<file path="src/rtl/pt_walker_pkg.sv">
package pt_walker_pkg;
  typedef enum logic [1:0] {
    ACC_READ  = 2'b00,
    ACC_WRITE = 2'b01,
    ACC_EXEC  = 2'b10,
    ACC_READ2 = 2'b11
  } acc_e;

  typedef enum logic [1:0] {
    ST_IDLE = 2'd0,
    ST_REQ  = 2'd1,
    ST_WAIT = 2'd2
  } walk_st_e;

  typedef enum logic [1:0] {
    RES_OK    = 2'd0,
    RES_PGF   = 2'd1,
    RES_PROT  = 2'd2
  } res_e;
endpackage

</file>
<file path="src/rtl/pt_addr_gen.sv">
module pt_addr_gen #(
  parameter int VPN_W    = 26,
  parameter int PA_W     = 36,
  parameter int ENT_LOG2 = 2
) (
  input  logic [VPN_W-1:0] vpn_i,
  input  logic [PA_W-1:0]  base_i,
  output logic [PA_W-1:0]  addr_o
);
  localparam int IDX_W = VPN_W + ENT_LOG2;

  logic [IDX_W-1:0] byte_idx;

  assign byte_idx = {vpn_i, {ENT_LOG2{1'b0}}};
  assign addr_o   = base_i + PA_W'(byte_idx);
endmodule

</file>
<file path="src/rtl/pt_entry_check.sv">
module pt_entry_check
  import pt_walker_pkg::*;
#(
  parameter int PTE_W = 32,
  parameter int PPN_W = 22
) (
  input  logic [PTE_W-1:0] pte_i,
  input  acc_e             acc_i,
  output logic [PPN_W-1:0] ppn_o,
  output logic [3:0]       flags_o,
  output res_e             res_o
);
  localparam int V_BIT   = PTE_W - 1;
  localparam int D_BIT   = PTE_W - 2;
  localparam int A_BIT   = PTE_W - 3;
  localparam int X_BIT   = PTE_W - 4;
  localparam int W_BIT   = PTE_W - 5;
  localparam int PPN_TOP = PTE_W - 6;
  localparam int RSV_W   = PTE_W - 5 - PPN_W;

  logic allowed;

  generate
    if (RSV_W > 0) begin : g_rsv
      logic unused_rsvd;
      assign unused_rsvd = ^pte_i[RSV_W-1:0];
    end
  endgenerate

  assign ppn_o   = pte_i[PPN_TOP -: PPN_W];
  assign flags_o = {pte_i[D_BIT], pte_i[A_BIT], pte_i[X_BIT], pte_i[W_BIT]};

  always_comb begin
    unique case (acc_i)
      ACC_WRITE: allowed = pte_i[W_BIT];
      ACC_EXEC:  allowed = pte_i[X_BIT];
      default:   allowed = 1'b1;
    endcase
  end

  always_comb begin
    if (!pte_i[V_BIT])  res_o = RES_PGF;
    else if (!allowed)  res_o = RES_PROT;
    else                res_o = RES_OK;
  end
endmodule

</file>
<file path="src/rtl/pt_walk_fsm.sv">
module pt_walk_fsm
  import pt_walker_pkg::*;
#(
  parameter int VPN_W = 26,
  parameter int OFF_W = 14,
  parameter int PPN_W = 22,
  parameter int PA_W  = 36
) (
  input  logic             clk_i,
  input  logic             rst_ni,
  input  logic             miss_valid_i,
  input  logic [VPN_W-1:0] miss_vpn_i,
  input  logic [OFF_W-1:0] miss_off_i,
  input  acc_e             acc_i,
  input  logic [PA_W-1:0]  addr_d_i,
  input  logic             mem_gnt_i,
  input  logic             mem_rvalid_i,
  input  res_e             res_i,
  input  logic [PPN_W-1:0] ppn_i,
  input  logic [3:0]       flags_i,
  output acc_e             acc_q_o,
  output logic             busy_o,
  output logic             mem_req_o,
  output logic [PA_W-1:0]  mem_addr_o,
  output logic             done_o,
  output logic             refill_valid_o,
  output logic [VPN_W-1:0] refill_vpn_o,
  output logic [PPN_W-1:0] refill_ppn_o,
  output logic [3:0]       refill_flags_o,
  output logic [PA_W-1:0]  phys_addr_o,
  output logic             page_fault_o,
  output logic             prot_fault_o
);
  walk_st_e         st_q, st_d;
  logic [VPN_W-1:0] vpn_q;
  logic [OFF_W-1:0] off_q;
  acc_e             acc_q;
  logic [PA_W-1:0]  addr_q;
  logic             accept, resp;

  assign accept = (st_q == ST_IDLE) && miss_valid_i;
  assign resp   = (st_q == ST_WAIT) && mem_rvalid_i;

  always_comb begin
    st_d = st_q;
    unique case (st_q)
      ST_IDLE: if (miss_valid_i) st_d = ST_REQ;
      ST_REQ:  if (mem_gnt_i)    st_d = ST_WAIT;
      ST_WAIT: if (mem_rvalid_i) st_d = ST_IDLE;
      default: st_d = ST_IDLE;
    endcase
  end

  always_ff @(posedge clk_i or negedge rst_ni) begin
    if (!rst_ni) begin
      st_q   <= ST_IDLE;
      vpn_q  <= '0;
      off_q  <= '0;
      acc_q  <= ACC_READ;
      addr_q <= '0;
    end else begin
      st_q <= st_d;
      if (accept) begin
        vpn_q  <= miss_vpn_i;
        off_q  <= miss_off_i;
        acc_q  <= acc_i;
        addr_q <= addr_d_i;
      end
    end
  end

  always_ff @(posedge clk_i or negedge rst_ni) begin
    if (!rst_ni) begin
      done_o         <= 1'b0;
      refill_valid_o <= 1'b0;
      page_fault_o   <= 1'b0;
      prot_fault_o   <= 1'b0;
      refill_vpn_o   <= '0;
      refill_ppn_o   <= '0;
      refill_flags_o <= '0;
      phys_addr_o    <= '0;
    end else begin
      done_o         <= resp;
      refill_valid_o <= resp && (res_i == RES_OK);
      page_fault_o   <= resp && (res_i == RES_PGF);
      prot_fault_o   <= resp && (res_i == RES_PROT);
      if (resp && (res_i == RES_OK)) begin
        refill_vpn_o   <= vpn_q;
        refill_ppn_o   <= ppn_i;
        refill_flags_o <= flags_i;
        phys_addr_o    <= {ppn_i, off_q};
      end
    end
  end

  assign acc_q_o    = acc_q;
  assign busy_o     = (st_q != ST_IDLE);
  assign mem_req_o  = (st_q == ST_REQ);
  assign mem_addr_o = addr_q;
endmodule

</file>
<file path="src/rtl/pt_walker.sv">
module pt_walker
  import pt_walker_pkg::*;
#(
  parameter int VPN_W    = 26,
  parameter int OFF_W    = 14,
  parameter int PPN_W    = 22,
  parameter int PTE_W    = 32,
  parameter int ENT_LOG2 = 2,
  localparam int PA_W    = PPN_W + OFF_W
) (
  input  logic             clk_i,
  input  logic             rst_ni,
  input  logic             miss_valid_i,
  input  logic [VPN_W-1:0] miss_vpn_i,
  input  logic [OFF_W-1:0] miss_off_i,
  input  logic [1:0]       acc_type_i,
  input  logic [PA_W-1:0]  pt_base_i,
  output logic             busy_o,
  output logic             mem_req_o,
  output logic [PA_W-1:0]  mem_addr_o,
  input  logic             mem_gnt_i,
  input  logic             mem_rvalid_i,
  input  logic [PTE_W-1:0] mem_rdata_i,
  output logic             done_o,
  output logic             refill_valid_o,
  output logic [VPN_W-1:0] refill_vpn_o,
  output logic [PPN_W-1:0] refill_ppn_o,
  output logic [3:0]       refill_flags_o,
  output logic [PA_W-1:0]  phys_addr_o,
  output logic             page_fault_o,
  output logic             prot_fault_o
);
  logic [PA_W-1:0]  addr_d;
  logic [PPN_W-1:0] chk_ppn;
  logic [3:0]       chk_flags;
  res_e             chk_res;
  acc_e             acc_q;

  pt_addr_gen #(
    .VPN_W(VPN_W), .PA_W(PA_W), .ENT_LOG2(ENT_LOG2)
  ) u_addr (
    .vpn_i(miss_vpn_i), .base_i(pt_base_i), .addr_o(addr_d)
  );

  pt_entry_check #(
    .PTE_W(PTE_W), .PPN_W(PPN_W)
  ) u_check (
    .pte_i(mem_rdata_i), .acc_i(acc_q),
    .ppn_o(chk_ppn), .flags_o(chk_flags), .res_o(chk_res)
  );

  pt_walk_fsm #(
    .VPN_W(VPN_W), .OFF_W(OFF_W), .PPN_W(PPN_W), .PA_W(PA_W)
  ) u_fsm (
    .clk_i, .rst_ni, .miss_valid_i, .miss_vpn_i, .miss_off_i,
    .acc_i(acc_e'(acc_type_i)), .addr_d_i(addr_d),
    .mem_gnt_i, .mem_rvalid_i,
    .res_i(chk_res), .ppn_i(chk_ppn), .flags_i(chk_flags),
    .acc_q_o(acc_q),
    .busy_o, .mem_req_o, .mem_addr_o, .done_o, .refill_valid_o,
    .refill_vpn_o, .refill_ppn_o, .refill_flags_o, .phys_addr_o,
    .page_fault_o, .prot_fault_o
  );
endmodule

</file>
<file path="config.mk">
export PLATFORM = sky130hd
export DESIGN_NAME = pt_walker
export DESIGN_NICKNAME = d
export VERILOG_FILES = /design/src/rtl/pt_walker_pkg.sv /design/src/rtl/pt_addr_gen.sv /design/src/rtl/pt_entry_check.sv /design/src/rtl/pt_walk_fsm.sv /design/src/rtl/pt_walker.sv
export SDC_FILE = /design/constraint.sdc
export NUM_CORES = 1
export LEC_CHECK = 0
export ABC_CLOCK_PERIOD_IN_PS = 1900
export CORE_MARGIN = 8
export CORE_UTILIZATION = 43
export CTS_CLUSTER_DIAMETER = 40
export DETAILED_ROUTE_END_ITERATION = 8
export PLACE_DENSITY = 0.77
export SYNTH_ARGS = -nofsm -noshare
export SYNTH_HDL_FRONTEND = slang
export SYNTH_HIERARCHICAL = 1
export SYNTH_SLANG_ARGS = --single-unit
</file>
<file path="constraint.sdc">
create_clock -name clk_i -period 1.9 [get_ports clk_i]
set_input_delay 0.38 -clock clk_i [delete_from_list [all_inputs] [get_ports clk_i]]
set_output_delay 0.38 -clock clk_i [all_outputs]
set_load 0.01 [all_outputs]
</file>
==> flow_results.org <==
** Cells and area
- After routing the design area is 12730 µm².
- The top cell types in the final layout, fill and taps aside, are sky130_fd_sc_hd__clkdlybuf4s50_1 (182), sky130_fd_sc_hd__dfrtp_1 (150), sky130_fd_sc_hd__buf_4 (137).
- Area overhead of the layout relative to synthesis :: 59.91%
- In the final design database the tool counted around 1100 nets.
- Leading cell type in the layout, fill and taps excluded :: sky130_fd_sc_hd__clkdlybuf4s50_1
- Fill cell count :: about 1200
- Sequential cell area :: 3754 µm²
- Share of layout cells above drive strength 1 :: 0.4896
- Multi-input logic area :: approximately 4400 µm²

** Synth
- In this run, synthesis inferred 0 flip-flops with an integrated enable.
- Count of unique library cells instantiated by Yosys :: between 50 and 60
- Post-synthesis instance area :: approximately 8000 µm²
- Synthesis produced a netlist with a net count of roughly 800.
- Compound-gate portion of the synthesized area :: 0.08013
- The largest total area in the synthesized netlist belongs to sky130_fd_sc_hd__dfrtp_1.
- Post-synth top area share :: 0.4713
- Of the post-synthesis cell area, the part taken by muxes is 0.2187.
- For this run, the leading register cell type out of synthesis is sky130_fd_sc_hd__dfrtp_1.
- Of the synthesized area, sequential elements account for 0.4713.
- For this run, asynchronously set or reset flops after synthesis account for 1.000.
- By area, the combinational part of the netlist is dominated by multiplexers.
- Of the total synthesized cell area, the portion taken by full adders, half adders and majority gates is 0.04650.
- Number of instances in the synthesized netlist :: 657
- In the post-synthesis netlist, the biggest area contributors are sky130_fd_sc_hd__dfrtp_1 (47%), sky130_fd_sc_hd__mux2_2 (16%), sky130_fd_sc_hd__mux2_4 (5.5%), sky130_fd_sc_hd__buf_4 (5.0%), sky130_fd_sc_hd__ha_1 (4.4%).
- Total of flip-flops plus latches after synthesis :: 150
- Average cell area after synthesis :: between 10 and 15 µm²
- Yosys warning count :: 6
- Of the total synthesized cell area, the portion taken by XOR and XNOR cells is 0.03299.
- Simple logic cell fraction of the synthesized area :: 0.07054

** STA
- Maximum clock frequency :: 502.8 MHz
- The clock arrives with around 10 ps of skew.
- Max Slew Vio Count :: 0
- Normalized max-slew margin :: 0.7212
- For the final routed database, the setup TNS stands at -767.7 ps.
- The final hold violation count came to 0.
- Final period util :: 1.047
- At the pin with the least slew margin, the transition time is about 420 ps.
- Once routing completed, OpenROAD measured the worst setup slack at -88.87 ps.
- RSZ-0062 raised after global routing :: yes
- Setup violations remaining at the end of the flow were counted as 25.
- The tightest hold path in the finished design has a slack of between 150 and 200 ps.
- The worst path in the final design needs a cycle of 1989 ps, including I/O delays and setup.

** Run status
- The run finished, with violations left.
- Violations in the final reports :: negative setup slack

** Die
- Starting utilization of the core area :: 0.4403
- Area of the core :: approximately 18000 µm²
- Pin placement for this block handled about 250 I/O pins.
- The die is around 150 µm wide.
- From bottom edge to top edge, the die measures 152.1 µm.
- In this run the core area contains 49 standard-cell rows.
- The die covers about 23000 µm².

** Flow run
- Max Cap Violations :: 0

** Power and ir drop
- VDD IR-drop max :: approximately 730 µV
- Leakage power of the design :: 5.639 nW
- The design draws approximately 0.017 W.
- Power spread over the standard cell area amounts to 1335 nW/µm².

** Drt
- The first detailed-routing pass ran for 5 iterations.
- Routed wire length per instance :: just over 20 µm
- Iteration-0 DRC count of the detailed router :: 371
- In the routed design, unresolved DRC markers number 0.
- Wires add up to between 20000 and 30000 µm.
- Final antenna-violating net count :: 0
- Total via count after detailed routing :: roughly 6400
- Dividing the detail-routed via count by the number of cells gives between 5 and 6.

** GRT
- Via count of the first global-routing pass :: ~7000
- The first global-routing pass estimated around 38000 µm of wire.
- Maximum number of pins on one net before global-route repair :: between 40 and 50
- Antenna violations before repair :: 4
- In the global route stage, overall resource usage came out at 0.2087.
- The total overflow left after global routing is 0.

** Placement
- Pre-CTS setup slack :: -939.6 ps
- GPL Wtd Cong :: ~0.9
- Detailed placement finished with a half-perimeter wire length of 17700 µm.
- Placed inst area :: about 11000 µm²
- Buffers placed on the I/O ports in this run total between 200 and 250.

** Worst setup path
- Data arrival time at the worst-slack endpoint :: 2290 ps
- Critical Path Source Type :: input pin
- In this run the worst path has a maximum fanout of 4.
- STA classifies the critical path endpoint as a register.
- Worst endpoint required time :: between 2000 and 2500 ps
- Kind of critical path :: input pin to register

** Clock tree
- Maximum clock path buffer count :: 2
- After clock tree synthesis, the clock-pin slew on the worst setup and hold paths is ~70 ps.
- Root buf cell :: sky130_fd_sc_hd__clkbuf_16
- The later pin in the worst-skew pair is clocked with a latency of 420 ps.
- CTS Buf Count :: 17
- The clock tree synthesis step divided the H-tree into 4 levels.
- Clock tree from TritonCTS :: built
- Clock sink count :: 150

** Worst hold path
- The worst hold path belongs to the class input pin to register.
[timing repair]
action / CTS / global route
setup endpoints to repair: 34 / 91
hold buffers: 1 / 0
gates resized for setup: 211 / 102
pin swaps: 74 / 63
hold endpoints to repair: 37 / 0
gates cloned: 0 / 3
setup buffers: 24 / 21
[cells by family after synthesis]
group,after synthesis
AND/OR/NAND/NOR,109
flip-flops,150
adder cells (fa/ha/maj),29
AO/OA/AOI/OAI,100
buffers and inverters,94
multiplexers,145
XOR/XNOR,30
[path summary, 6_finish.rpt]
kind                             startpoint               endpoint  slack (ps)  cells past startpoint
max                           miss_vpn_i[0]   u_fsm/mem_addr_o[22]         -90                     12
min                           miss_vpn_i[3]         u_fsm/vpn_q[3]         200                      2
max reg2reg                u_fsm/acc_q_o[0]  u_fsm/refill_vpn_o[8]         -40                      8
min reg2reg                 u_fsm/off_q[13]  u_fsm/phys_addr_o[13]         500                      1
max in group asynchronous            rst_ni     u_fsm/prot_fault_o         860                      3
min in group asynchronous            rst_ni   u_fsm/mem_addr_o[15]         440                      2
[power breakdown]
group	switching, W	total, W	internal [W]
clock network	0.00143	0.00325	0.00183
registers	0.000946	0.00572	0.00478
logic	0.00301	0.00802	0.00502
total	0.00538	0.0170	0.0116
[stage by stage]
stage | instances | util
final | 1239 | 0.7041
after global routing | 1239 | 0.7041
after CTS | 1213 | 0.6840
after detailed placement | 1157 | 0.6235
after global placement | 1157 | 0.6235
after floorplan | 657 | -
[cells in the mapped netlist, drive strengths merged (2+ instances only)]
cell type and count:
clkbuf 3, xor2 7, nor3 7, nor3b 3, o21a 3, nand3 9
nand2b 5, nor2b 2, a21o 8, or4 2, mux2 145, nand3b 2
a21oi 40, nand4 12, xnor2 23, dfrtp 150, o21ai 26, o211ai 2
a211oi 4, and4 3, or3 3, nand2 31, o21bai 2, ha 28
nor2 25, a31oi 3, a221oi 2, buf 75, inv 16
[worst max-delay path: stages]
cell                       delay [ps]
sky130_fd_sc_hd__buf_8             80
sky130_fd_sc_hd__ha_4             140
sky130_fd_sc_hd__inv_4             30
sky130_fd_sc_hd__fa_2             360
sky130_fd_sc_hd__nand2b_4         160
sky130_fd_sc_hd__a21oi_4          240
sky130_fd_sc_hd__buf_4            160
sky130_fd_sc_hd__o21ai_2           70
sky130_fd_sc_hd__a31oi_4          170
sky130_fd_sc_hd__o31ai_2          100
sky130_fd_sc_hd__xnor2_1          140
sky130_fd_sc_hd__mux2_2           260
[cell type report]
class,instances,area share
Clock inverter,15,0.01100
Clock buffer,17,0.03341
Timing Repair Buffer,396,0.2836
Sequential cell,150,0.2948
Tap cell,229,0.02250
Antenna cell,3,0.0005895
Inverter,16,0.004913
Multi-Input combinational cell,413,0.3493
[state kept, by name, indices dropped and copies added, names as in the netlist]
register and cells:
u_fsm/phys_addr_o 14, u_fsm/st_q 2, u_fsm/refill_ppn_o 22, u_fsm/off_q 14, u_fsm/done_o 1, u_fsm/acc_q_o 2
u_fsm/refill_vpn_o 26, u_fsm/refill_valid_o 1, u_fsm/prot_fault_o 1, u_fsm/page_fault_o 1, u_fsm/vpn_q 26, u_fsm/refill_flags_o 4
u_fsm/mem_addr_o 36
[layer usage]
| metal | track usage | wire, µm | up-vias |
|---|---|---|---|
| li1 | - | - | 2958 |
| met1 | 0.2464 | 10430 | 3180 |
| met2 | 0.3559 | 12750 | 251 |
| met3 | 0.05701 | 1404 | 48 |
| met4 | 0.08139 | 569 | 2 |
| met5 | 0 | 13 | - |
(Power assumes the default switching activity.)
